**src/rtl/lap_pkg.sv**
```systemverilog
// Package: shared encodings for the low-address guard and prefix relocator.
// Assumes the access and space encodings below are fixed by the requester.
package lap_pkg;

    typedef enum logic [1:0] {
        ACC_READ  = 2'b00,
        ACC_STORE = 2'b01,
        ACC_FETCH = 2'b10,
        ACC_RSVD  = 2'b11
    } acc_kind_e;

    typedef enum logic [1:0] {
        SP_PRIMARY   = 2'b00,
        SP_ACCREG    = 2'b01,
        SP_SECONDARY = 2'b10,
        SP_HOME      = 2'b11
    } space_e;

endpackage

```
**src/rtl/lap_low_range.sv**
```systemverilog
// Module: lap_low_range
// Detects whether an address falls in the protected low range. The range is
// the first LOW_SPAN bytes of each of the first LOW_PAGES pages.
// Assumes LOW_SPAN does not exceed the page size.
module lap_low_range #(
    parameter int ADDR_W    = 64,
    parameter int PAGE_BITS = 12,
    parameter int LOW_SPAN  = 512,
    parameter int LOW_PAGES = 2
) (
    input  logic [ADDR_W-1:0] addr,
    output logic              hit
);
    localparam int HI_W = ADDR_W - PAGE_BITS;

    logic [LOW_PAGES-1:0] win_hit;
    logic [PAGE_BITS:0]   offs;

    // Offset within the page, widened so the compare against LOW_SPAN fits.
    always_comb offs = {1'b0, addr[PAGE_BITS-1:0]};

    // One comparator per protected page.
    for (genvar g = 0; g < LOW_PAGES; g++) begin : g_win
        always_comb win_hit[g] = (addr[ADDR_W-1:PAGE_BITS] == HI_W'(g)) &&
                                 (offs < (PAGE_BITS+1)'(LOW_SPAN));
    end

    // Any window hit counts as a hit.
    always_comb hit = |win_hit;

endmodule

```
**src/rtl/lap_guard.sv**
```systemverilog
// Module: lap_guard
// Decides whether low-address protection is in force for this access. From
// that it raises the store fault, the write-invalidate flag and the
// unsupported-mode error. Assumes both range flags come from lap_low_range.
module lap_guard
    import lap_pkg::*;
(
    input  logic       clk,
    input  logic       rst_n,
    input  logic [1:0] acc_type,
    input  logic       xlate_on,
    input  logic [1:0] space_mode,
    input  logic       cr0_lowprot,
    input  logic       prv_primary,
    input  logic       prv_secondary,
    input  logic       prv_home,
    input  logic       byte_hit,
    input  logic       page_hit,
    output logic       fault,
    output logic       winv,
    output logic       mode_err
);
    acc_kind_e acc;
    space_e    space;
    logic      prv_sel;
    logic      active;

    // Decode the raw port codes into the package types.
    always_comb begin
        acc   = acc_kind_e'(acc_type);
        space = space_e'(space_mode);
    end

    // Pick the private bit of the space descriptor selected by the mode.
    always_comb begin
        unique case (space)
            SP_PRIMARY:   prv_sel = prv_primary;
            SP_SECONDARY: prv_sel = prv_secondary;
            SP_HOME:      prv_sel = prv_home;
            default:      prv_sel = 1'b1;
        endcase
    end

    // Flag the unsupported space mode; it matters only with translation on.
    always_comb mode_err = xlate_on && (space == SP_ACCREG);

    // Protection is in force if enabled and either translation is off or the
    // selected space is not private.
    always_comb active = cr0_lowprot && (!xlate_on || (!mode_err && !prv_sel));

    // Fault on a store whose own byte address is protected.
    always_comb fault = active && byte_hit && (acc == ACC_STORE);

    // Mark the whole page as unsafe to cache writable.
    always_comb winv = active && page_hit;

    AST_FAULT_ONLY_STORE: assert property (@(posedge clk) disable iff (!rst_n)
        fault |-> (acc_type == 2'b01));
    AST_FAULT_NEEDS_EN: assert property (@(posedge clk) disable iff (!rst_n)
        !cr0_lowprot |-> (!fault && !winv));
    AST_FAULT_IMPLIES_WINV: assert property (@(posedge clk) disable iff (!rst_n)
        fault |-> winv);
    AST_MODE_ERR_NO_FAULT: assert property (@(posedge clk) disable iff (!rst_n)
        mode_err |-> !fault);

endmodule

```
**src/rtl/lap_prefix_map.sv**
```systemverilog
// Module: lap_prefix_map
// Holds the prefix base and swaps the window at address zero with the
// window at the prefix base. Assumes the base is aligned to the window,
// which the write port enforces by dropping the low bits.
module lap_prefix_map #(
    parameter int ADDR_W   = 64,
    parameter int WIN_BITS = 13
) (
    input  logic              clk,
    input  logic              rst_n,
    input  logic              wr_en,
    input  logic [ADDR_W-1:0] wr_data,
    input  logic [ADDR_W-1:0] real_addr,
    output logic [ADDR_W-1:0] abs_addr
);
    localparam int HI_W = ADDR_W - WIN_BITS;

    logic [HI_W-1:0] pfx_hi;
    logic [HI_W-1:0] ra_hi;
    logic            in_zero;
    logic            in_pfx;

    // Prefix base register: synchronous active-low reset, aligned load.
    always_ff @(posedge clk) begin
        if (!rst_n)     pfx_hi <= '0;
        else if (wr_en) pfx_hi <= wr_data[ADDR_W-1:WIN_BITS];
    end

    // Window-number compares; the aligned base means no carry is needed.
    always_comb begin
        ra_hi   = real_addr[ADDR_W-1:WIN_BITS];
        in_zero = (ra_hi == '0);
        in_pfx  = (ra_hi == pfx_hi);
    end

    // Swap the window number; the zero window wins if both match.
    always_comb begin
        if (in_zero)     abs_addr = {pfx_hi, real_addr[WIN_BITS-1:0]};
        else if (in_pfx) abs_addr = {{HI_W{1'b0}}, real_addr[WIN_BITS-1:0]};
        else             abs_addr = real_addr;
    end

    AST_PFX_HOLD: assert property (@(posedge clk) disable iff (!rst_n)
        !wr_en |=> $stable(pfx_hi));
    AST_PFX_LOAD: assert property (@(posedge clk) disable iff (!rst_n)
        wr_en |=> (pfx_hi == $past(wr_data[ADDR_W-1:WIN_BITS])));
    AST_OFFSET_KEPT: assert property (@(posedge clk) disable iff (!rst_n)
        abs_addr[WIN_BITS-1:0] == real_addr[WIN_BITS-1:0]);

endmodule

```
**src/rtl/lowaddr_guard_mapper.sv**
```systemverilog
// Module: lowaddr_guard_mapper (top)
// Real-address stage: low-address protection, the write-invalidate hint and
// the prefix swap to an absolute address. Everything is combinational
// except the prefix base register.
// Assumes the requester drives a stable address and controls for the cycle.
module lowaddr_guard_mapper
    import lap_pkg::*;
#(
    parameter int ADDR_W    = 64,
    parameter int PAGE_BITS = 12,
    parameter int LOW_SPAN  = 512,
    parameter int LOW_PAGES = 2,
    parameter int WIN_BITS  = 13
) (
    input  logic              clk,
    input  logic              rst_n,
    input  logic              pfx_wr_en,
    input  logic [ADDR_W-1:0] pfx_wr_data,
    input  logic [ADDR_W-1:0] addr,
    input  logic [1:0]        acc_type,
    input  logic              xlate_on,
    input  logic [1:0]        space_mode,
    input  logic              cr0_lowprot,
    input  logic              prv_primary,
    input  logic              prv_secondary,
    input  logic              prv_home,
    output logic              prot_fault,
    output logic              write_inv,
    output logic              mode_err,
    output logic              abs_valid,
    output logic [ADDR_W-1:0] abs_addr
);
    localparam logic [ADDR_W-1:0] PAGE_MASK = ~((ADDR_W)'((1 << PAGE_BITS) - 1));

    logic [ADDR_W-1:0] page_addr;
    logic              byte_hit;
    logic              page_hit;
    logic [ADDR_W-1:0] mapped;

    // Page-aligned copy of the address for the write-invalidate test.
    always_comb page_addr = addr & PAGE_MASK;

    lap_low_range #(
        .ADDR_W(ADDR_W), .PAGE_BITS(PAGE_BITS),
        .LOW_SPAN(LOW_SPAN), .LOW_PAGES(LOW_PAGES)
    ) u_byte_rng (
        .addr (addr),
        .hit  (byte_hit)
    );

    lap_low_range #(
        .ADDR_W(ADDR_W), .PAGE_BITS(PAGE_BITS),
        .LOW_SPAN(LOW_SPAN), .LOW_PAGES(LOW_PAGES)
    ) u_page_rng (
        .addr (page_addr),
        .hit  (page_hit)
    );

    lap_guard u_guard (
        .clk           (clk),
        .rst_n         (rst_n),
        .acc_type      (acc_type),
        .xlate_on      (xlate_on),
        .space_mode    (space_mode),
        .cr0_lowprot   (cr0_lowprot),
        .prv_primary   (prv_primary),
        .prv_secondary (prv_secondary),
        .prv_home      (prv_home),
        .byte_hit      (byte_hit),
        .page_hit      (page_hit),
        .fault         (prot_fault),
        .winv          (write_inv),
        .mode_err      (mode_err)
    );

    lap_prefix_map #(
        .ADDR_W(ADDR_W), .WIN_BITS(WIN_BITS)
    ) u_pfx (
        .clk       (clk),
        .rst_n     (rst_n),
        .wr_en     (pfx_wr_en),
        .wr_data   (pfx_wr_data),
        .real_addr (addr),
        .abs_addr  (mapped)
    );

    // Release a result only when neither a fault nor a mode error stands.
    always_comb begin
        abs_valid = !prot_fault && !mode_err;
        abs_addr  = abs_valid ? mapped : '0;
    end

    AST_NO_RESULT_ON_FAULT: assert property (@(posedge clk) disable iff (!rst_n)
        prot_fault |-> (!abs_valid && (abs_addr == '0)));
    AST_MODE_ERR_BLOCKS: assert property (@(posedge clk) disable iff (!rst_n)
        mode_err |-> !abs_valid);
    AST_FAULT_IN_RANGE: assert property (@(posedge clk) disable iff (!rst_n)
        prot_fault |-> (addr < (ADDR_W)'(2 << PAGE_BITS)));

endmodule

```
**config.mk**
```make
export PLATFORM = sky130hd
export DESIGN_NAME = lowaddr_guard_mapper
export DESIGN_NICKNAME = d
export VERILOG_FILES = /design/src/rtl/lap_pkg.sv /design/src/rtl/lap_low_range.sv /design/src/rtl/lap_guard.sv /design/src/rtl/lap_prefix_map.sv /design/src/rtl/lowaddr_guard_mapper.sv
export SDC_FILE = /design/constraint.sdc
export NUM_CORES = 1
export LEC_CHECK = 0
export CORE_MARGIN = 1.5
export CORE_UTILIZATION = 38
export CTS_CLUSTER_DIAMETER = 30
export CTS_CLUSTER_SIZE = 16
export DETAILED_ROUTE_END_ITERATION = 10
export GPL_TIMING_DRIVEN = 0
export PLACE_DENSITY_LB_ADDON = 0.08
export SLEW_MARGIN = 0
export SYNTH_ARGS = -nofsm -noshare
export SYNTH_HDL_FRONTEND = slang
export SYNTH_SLANG_ARGS = --single-unit
```
**constraint.sdc**
```tcl
create_clock -name clk -period 4.4 [get_ports clk]
set_input_delay 1.32 -clock clk [delete_from_list [all_inputs] [get_ports clk]]
set_output_delay 1.32 -clock clk [all_outputs]
set_load 0.02 [all_outputs]
```
### Word level (Yosys, flattened, before mapping)

Index checks and enable logic that the tools add are counted.

| cells by class | value |
|---|---|
| add/subtract/negate cells | 0 |
| multipliers | 0 |
| div/mod/pow operators | 0 |
| magnitude comparators | 1 |
| equal/unequal tests | 6 |
| shifts and indexed selects | 0 |
| multiplexer cells | 4 |
| bitwise logic cells | 0 |
| reduce and logical (&&, ||, !) cells | 19 |

Operators with widths:

| kind | number |
|---|---|
| two-way mux 64 bit | 3 |
| == test 52 x 1 -> 1 bit, second input constant | 1 |
| zero test 52 bit | 1 |
| == test 51 bit | 1 |
| zero test 51 bit | 1 |
| less-than comparator 12 x 10 -> 1 bit, second input constant | 1 |
| logical AND 1 bit | 9 |
| == test 2 x 1 -> 1 bit, second input constant | 2 |
| == test 2 bit, second input constant | 2 |
| zero test 1 bit | 4 |
| OR reduction 2 bit | 2 |
| one-hot mux 1 bit (3 select lines) | 1 |
| zero test 2 bit | 1 |
| logical OR 1 bit | 1 |

| word-level totals | value |
|---|---|
| bits in registers | 51 |
| bits in latches | 0 |
| bits in writable memories | 0 |
| memory bits (read-only) | 0 |
| bits of input ports | 140 |
| output and inout port bits | 68 |
| logic and storage cells | 31 |
| memories | 0 |

### Depth between registers and ports, before layout

| logic depth | value |
|---|---|
| word-level depth | 11 |
| gate-level depth with buffers | 7 |
| depth with buffers taken out | 5 |

### Hierarchy

From an unflattened synthesis, not the netlist that was laid out.

| second synthesis, totals | value |
|---|---|
| cells, all modules | 453 |
| area, all modules | 4428.0 um^2 |

By module, submodules not included:

| module | instances | cells each | area each (um^2) | sequential area each (um^2) |
|---|---|---|---|---|
| lap_prefix_map | 1 | 325 | 3239.4 | 1021.0 |
| lowaddr_guard_mapper | 1 | 80 | 874.6 | 0.0 |
| lap_low_range | 2 | 19 | 126.4 | 0.0 |
| lap_guard | 1 | 10 | 61.3 | 0.0 |

### Worst setup path before layout

OpenSTA, ideal clock, no wires.

| path | value |
|---|---|
| path type | input to output |
| start point | input addr[32] |
| end point | output abs_addr[13] |
| arrival | 2707 ps |
| data required time | 3080 ps |
| setup slack | 373 ps |
| stages | 7 |
| buffers on the path | 2 |
| path through | nor4_1 > nand4_1 > nor4_2 > and3_1 > buf_6 > buf_8 > a32o_1 |

| between the ends | value |
|---|---|
| longest elaborated chain between the ends | 8 |
| elaborated cells on any way between the ends | 14 |
| classes of those cells | eq/ne (2); mux (3); reduce/logical (9) |

Ends and longest elaborated chain:

| what | RTL line | source |
|---|---|---|
| from (decl) | lowaddr_guard_mapper.sv:19 | `input logic [ADDR_W-1:0] addr,` |
| == test 52 x 1 -> 1 bit or zero test 52 bit (tied branches) | lap_low_range.sv:24 | `always_comb win_hit[g] = (addr[ADDR_W-1:PAGE_BITS] == HI_W'(g)) &&` |
| logical AND 1 bit | lap_low_range.sv:24 |  |
| OR reduction 2 bit | lap_low_range.sv:29 | `always_comb hit = \|win_hit;` |
| logical AND 1 bit (2 in a row) | lap_guard.sv:52 | `always_comb fault = active && byte_hit && (acc == ACC_STORE);` |
| zero test 1 bit | lowaddr_guard_mapper.sv:89 | `abs_valid = !prot_fault && !mode_err;` |
| logical AND 1 bit | lowaddr_guard_mapper.sv:89 |  |
| two-way mux 64 bit * | lowaddr_guard_mapper.sv:90 | `abs_addr = abs_valid ? mapped : '0;` |
| to (decl) | lowaddr_guard_mapper.sv:31 | `output logic [ADDR_W-1:0] abs_addr` |

Every way passes the cells marked *; elsewhere a longest branch is shown, timed or not.

### Final worst setup path

| path | value |
|---|---|
| start point | input addr[18] |
| end point | output abs_addr[50] |

The elaborated chain is that of the path after synthesis.

==> impl_results.md <==
* Failing checks: setup timing
* Fmax at approximately 220 MHz
* Global-route wire length before repair at slightly above 20 mm
* CTS sink count at 51
* Seq cells post-synth at a little over 50
* Crit. End Element: output port
* Die area at between 9000 and 10000 sq um
* Comb pwr share at ~37%
* Cell Pwr Density at between 200 and 250 nW/um^2
* Post-synthesis async set-or-reset flop share at 0%
* Max-cap violation count at 0
* Leakage at between 2 and 3 nW
* Area grow syn2layout at 79.9%
* Cell variety after synth at 25
* Vias at 3741
* Status: finished, violations left
* Worst hold path class: flip-flop to flip-flop
* EDFF count, synth at 0
* Seq pwr share at about two fifths
* GP Congestion at about 0.85
* Number of global-route vias before repair at 3795
* Fillcell total at between 600 and 700
* Num CTS Buffers at 5
* Synth area leaders: dfxtp_1 (30%), a32o_1 (15%), mux2i_1 (15%), xnor2_1 (13%), nor2b_1 (9.5%)
* Post-Layout Cell Count at ~670
* Syn nets at around 490
* Final Cell Area at 6060 sq um
* Internal Power at ~0.0009 W
* Avg Cell Area, Syn at a little under 10 sq um
* GR Layer Usage met1 at around 35%
* WS Path Type: input pin to output port
* Max incr delay on CP at about 0.35 ns
* Final setup margin at -0.164 ns
* Clock latency at the later pin of the worst-skew pair at 0.31 ns
* Post-synth top cells: a32o_1 (51), dfxtp_1 (51), mux2i_1 (51), nor2b_1 (51), xnor2_1 (51)
* Root buf cell: clkbuf_8
* Max reg flops at 51
* Remaining DRCs at 0
* Largest reg by FF count: u_pfx.pfx_hi
* Cts hold-fix bufs at 0
* Placed Cells at roughly 650
* Register area share after synthesis at 30.3%
* Area leader, netlist: dfxtp_1
* Total core area at roughly 8600 sq um
* Mapped Area at ~3400 sq um
* CP Data Arrival Time at ~3.2 ns
* Switch Pwr at between 0.0004 and 0.0005 W
* Worst path required time at around 3 ns
* GR Overflow Total at 0
* Setup Slack @ Placement at -1.26 ns
* Antenna Violating Nets Remaining at 0
* IO Port Bufs at roughly 190
* CTS tree: yes
* Max Clock Skew at 0 ns
* Final hold vios at 0
* Final nets at between 700 and 800
* Setup TNS at -2.80 ns
* Min Tclk post-route at roughly 4.6 ns
* Initial Util at about two fifths
* RSZ-0062 raised after global routing: yes
* H-tree depth at 2
* Routed vias/inst at between 5 and 6
* Share of the synthesized area in the top cell type at approximately 30%
* Period utilization at 104%
* CP startpoint kind: input pin
* Antenna cells at 0
* Pre-antenna DRT Iters at 5
* CP max stage cell: nor4_4
* Cells along the critical path: buf_2 > nor4_2 > nand2_2 > nor4_4 > and3_1 > buf_6 > buf_12 > buf_12 > buf_16 > a32o_2 > buf_6
* Routed WL at roughly 13 mm
* Drt wl/cell at between 15 and 20 microns
* Dpl hpwl at roughly 9.7 mm
* Synth warn at 0
* CP Max Fanout at 5
* Sw frac at around 32%
* Met3 Use GR at under 10%
* Clock transition at the registers of the reported paths at roughly 0.09 ns
* Pin count of the biggest net entering global routing at 17
* Max-slew violation count at 0
* Die width at 97.1 microns
* Initial DRC count at about 130
* Rel. slew slack at about half
* Share of cells above drive strength 1 at around two fifths
* Utilization after layout at 70.1%
* Overall routing resource usage at 27.3%
* Synthesized instance count at 345
* # IOs at around 210
* Measured slew at the worst slew-check pin at between 0.7 and 0.8 ns
* DIE HEIGHT at 97.1 microns
* Clock buffer depth at 2
* Ys flop type: dfxtp_1
* # setup viols final at 51
* Dpl cell area at approximately 5400 sq um
* Layer with the highest usage: met2
* VDD IR max at about 140 uV
* Core Rows at 34
* Clock power frac at 23.2%
* Initial antenna violation count at 0
* Routing usage on met2 at a little under half
* Top flop regs: u_pfx.pfx_hi (51)
-- final timing paths --
kind	start	depth (start not counted)	slack, ns	end
worst max-delay path	addr[18]	11	-0.16	abs_addr[50]
worst min register to register	u_pfx.pfx_hi[20]	2	0.56	u_pfx.pfx_hi[20]
worst min-delay path	u_pfx.pfx_hi[20]	2	0.56	u_pfx.pfx_hi[20]
worst max register to register	u_pfx.pfx_hi[15]	2	3.65	u_pfx.pfx_hi[15]
-- worst max-delay path: cells and delay by family --
kind            cells  cell delay [ns]
compound gates      1             0.14
buf+inv             6             0.72
simple gates        4             1.05
-- layout by cell type, fill, tap and decap left out, types with 2 or more instances in the layout --
cell             synthesis  final
clkbuf_2                 0      2
dfxtp_1                 51     51
nor4_2                   1      5
dlygate4sd2_1            0     10
clkdlybuf4s50_1          0     67
buf_1                    5      5
buf_6                    1     60
clkbuf_1                18     10
buf_4                    0     12
xnor2_1                 51     38
clkbuf_4                 0      2
nor4_4                   0     10
nand3_1                  3      2
clkbuf_8                 0     11
clkdlybuf4s15_2          0      5
buf_16                   0      4
a32o_1                  51     10
buf_12                   0      3
buf_2                    0     44
xnor2_2                  0     13
and2_1                  14     14
nand4_1                 15     15
a32o_2                   0     41
clkdlybuf4s15_1          0      4
nor2b_1                 51     51
mux2i_1                 51     51
buf_8                    5      6
-- routing by layer --
metal / vias to the layer above / routed length, microns
li1: 1738 / -
met1: 1805 / 5520
met2: 170 / 6630
met3: 28 / 843
met4: 0 / 305
met5: - / 0
-- per-stage QoR --
stage,hold slack (ns),total power (W)
finish,0.562,0.00130
global route,0.583,0.00134
CTS,0.560,0.00128
detailed placement,0.543,0.000974
global placement,0.530,0.000971
floorplan,0.520,0.000724
-- power groups by stage --
stage                     Sequential, W  Combinational [W]  Clock, W
after floorplan                0.000520           0.000204         0
after detailed placement       0.000526           0.000448         0
after global placement         0.000525           0.000446         0
final                          0.000519           0.000477  0.000300
after global routing           0.000523           0.000502  0.000318
after CTS                      0.000517           0.000456  0.000302
-- final cells by class --
cell class,count,area [sq um],share of cell area (%)
clock buffer,6,82.6,1.36
inverter,1,3.75,0.0620
buffer,29,238,3.93
multi-input combinational,264,2550,42.0
sequential,51,1020,16.9
tap,108,135,2.23
clock inverter,2,16.3,0.269
timing repair buffer,210,2010,33.2
-- repair_timing --
| item | 4_1_cts | 5_1_grt |
|---|---|---|
| resized for setup | 620 | 77 |
| buffers inserted | 14 | 1 |
| setup endpoints to repair | 68 | 63 |
| pin swaps | 36 | 36 |
| endpoints found under the hold margin | 0 | 0 |
| cloned | 6 | 0 |
-- cell families after synthesis --
| family | share of synthesized area (%) |
|---|---|
| AND/OR/NAND/NOR | 20.0 |
| AO/OA/AOI/OAI | 15.7 |
| multiplexers | 15.5 |
| XOR/XNOR | 13.3 |
| flip-flops | 30.3 |
| buffers and inverters | 5.24 |
(Power assumes the default switching activity.)
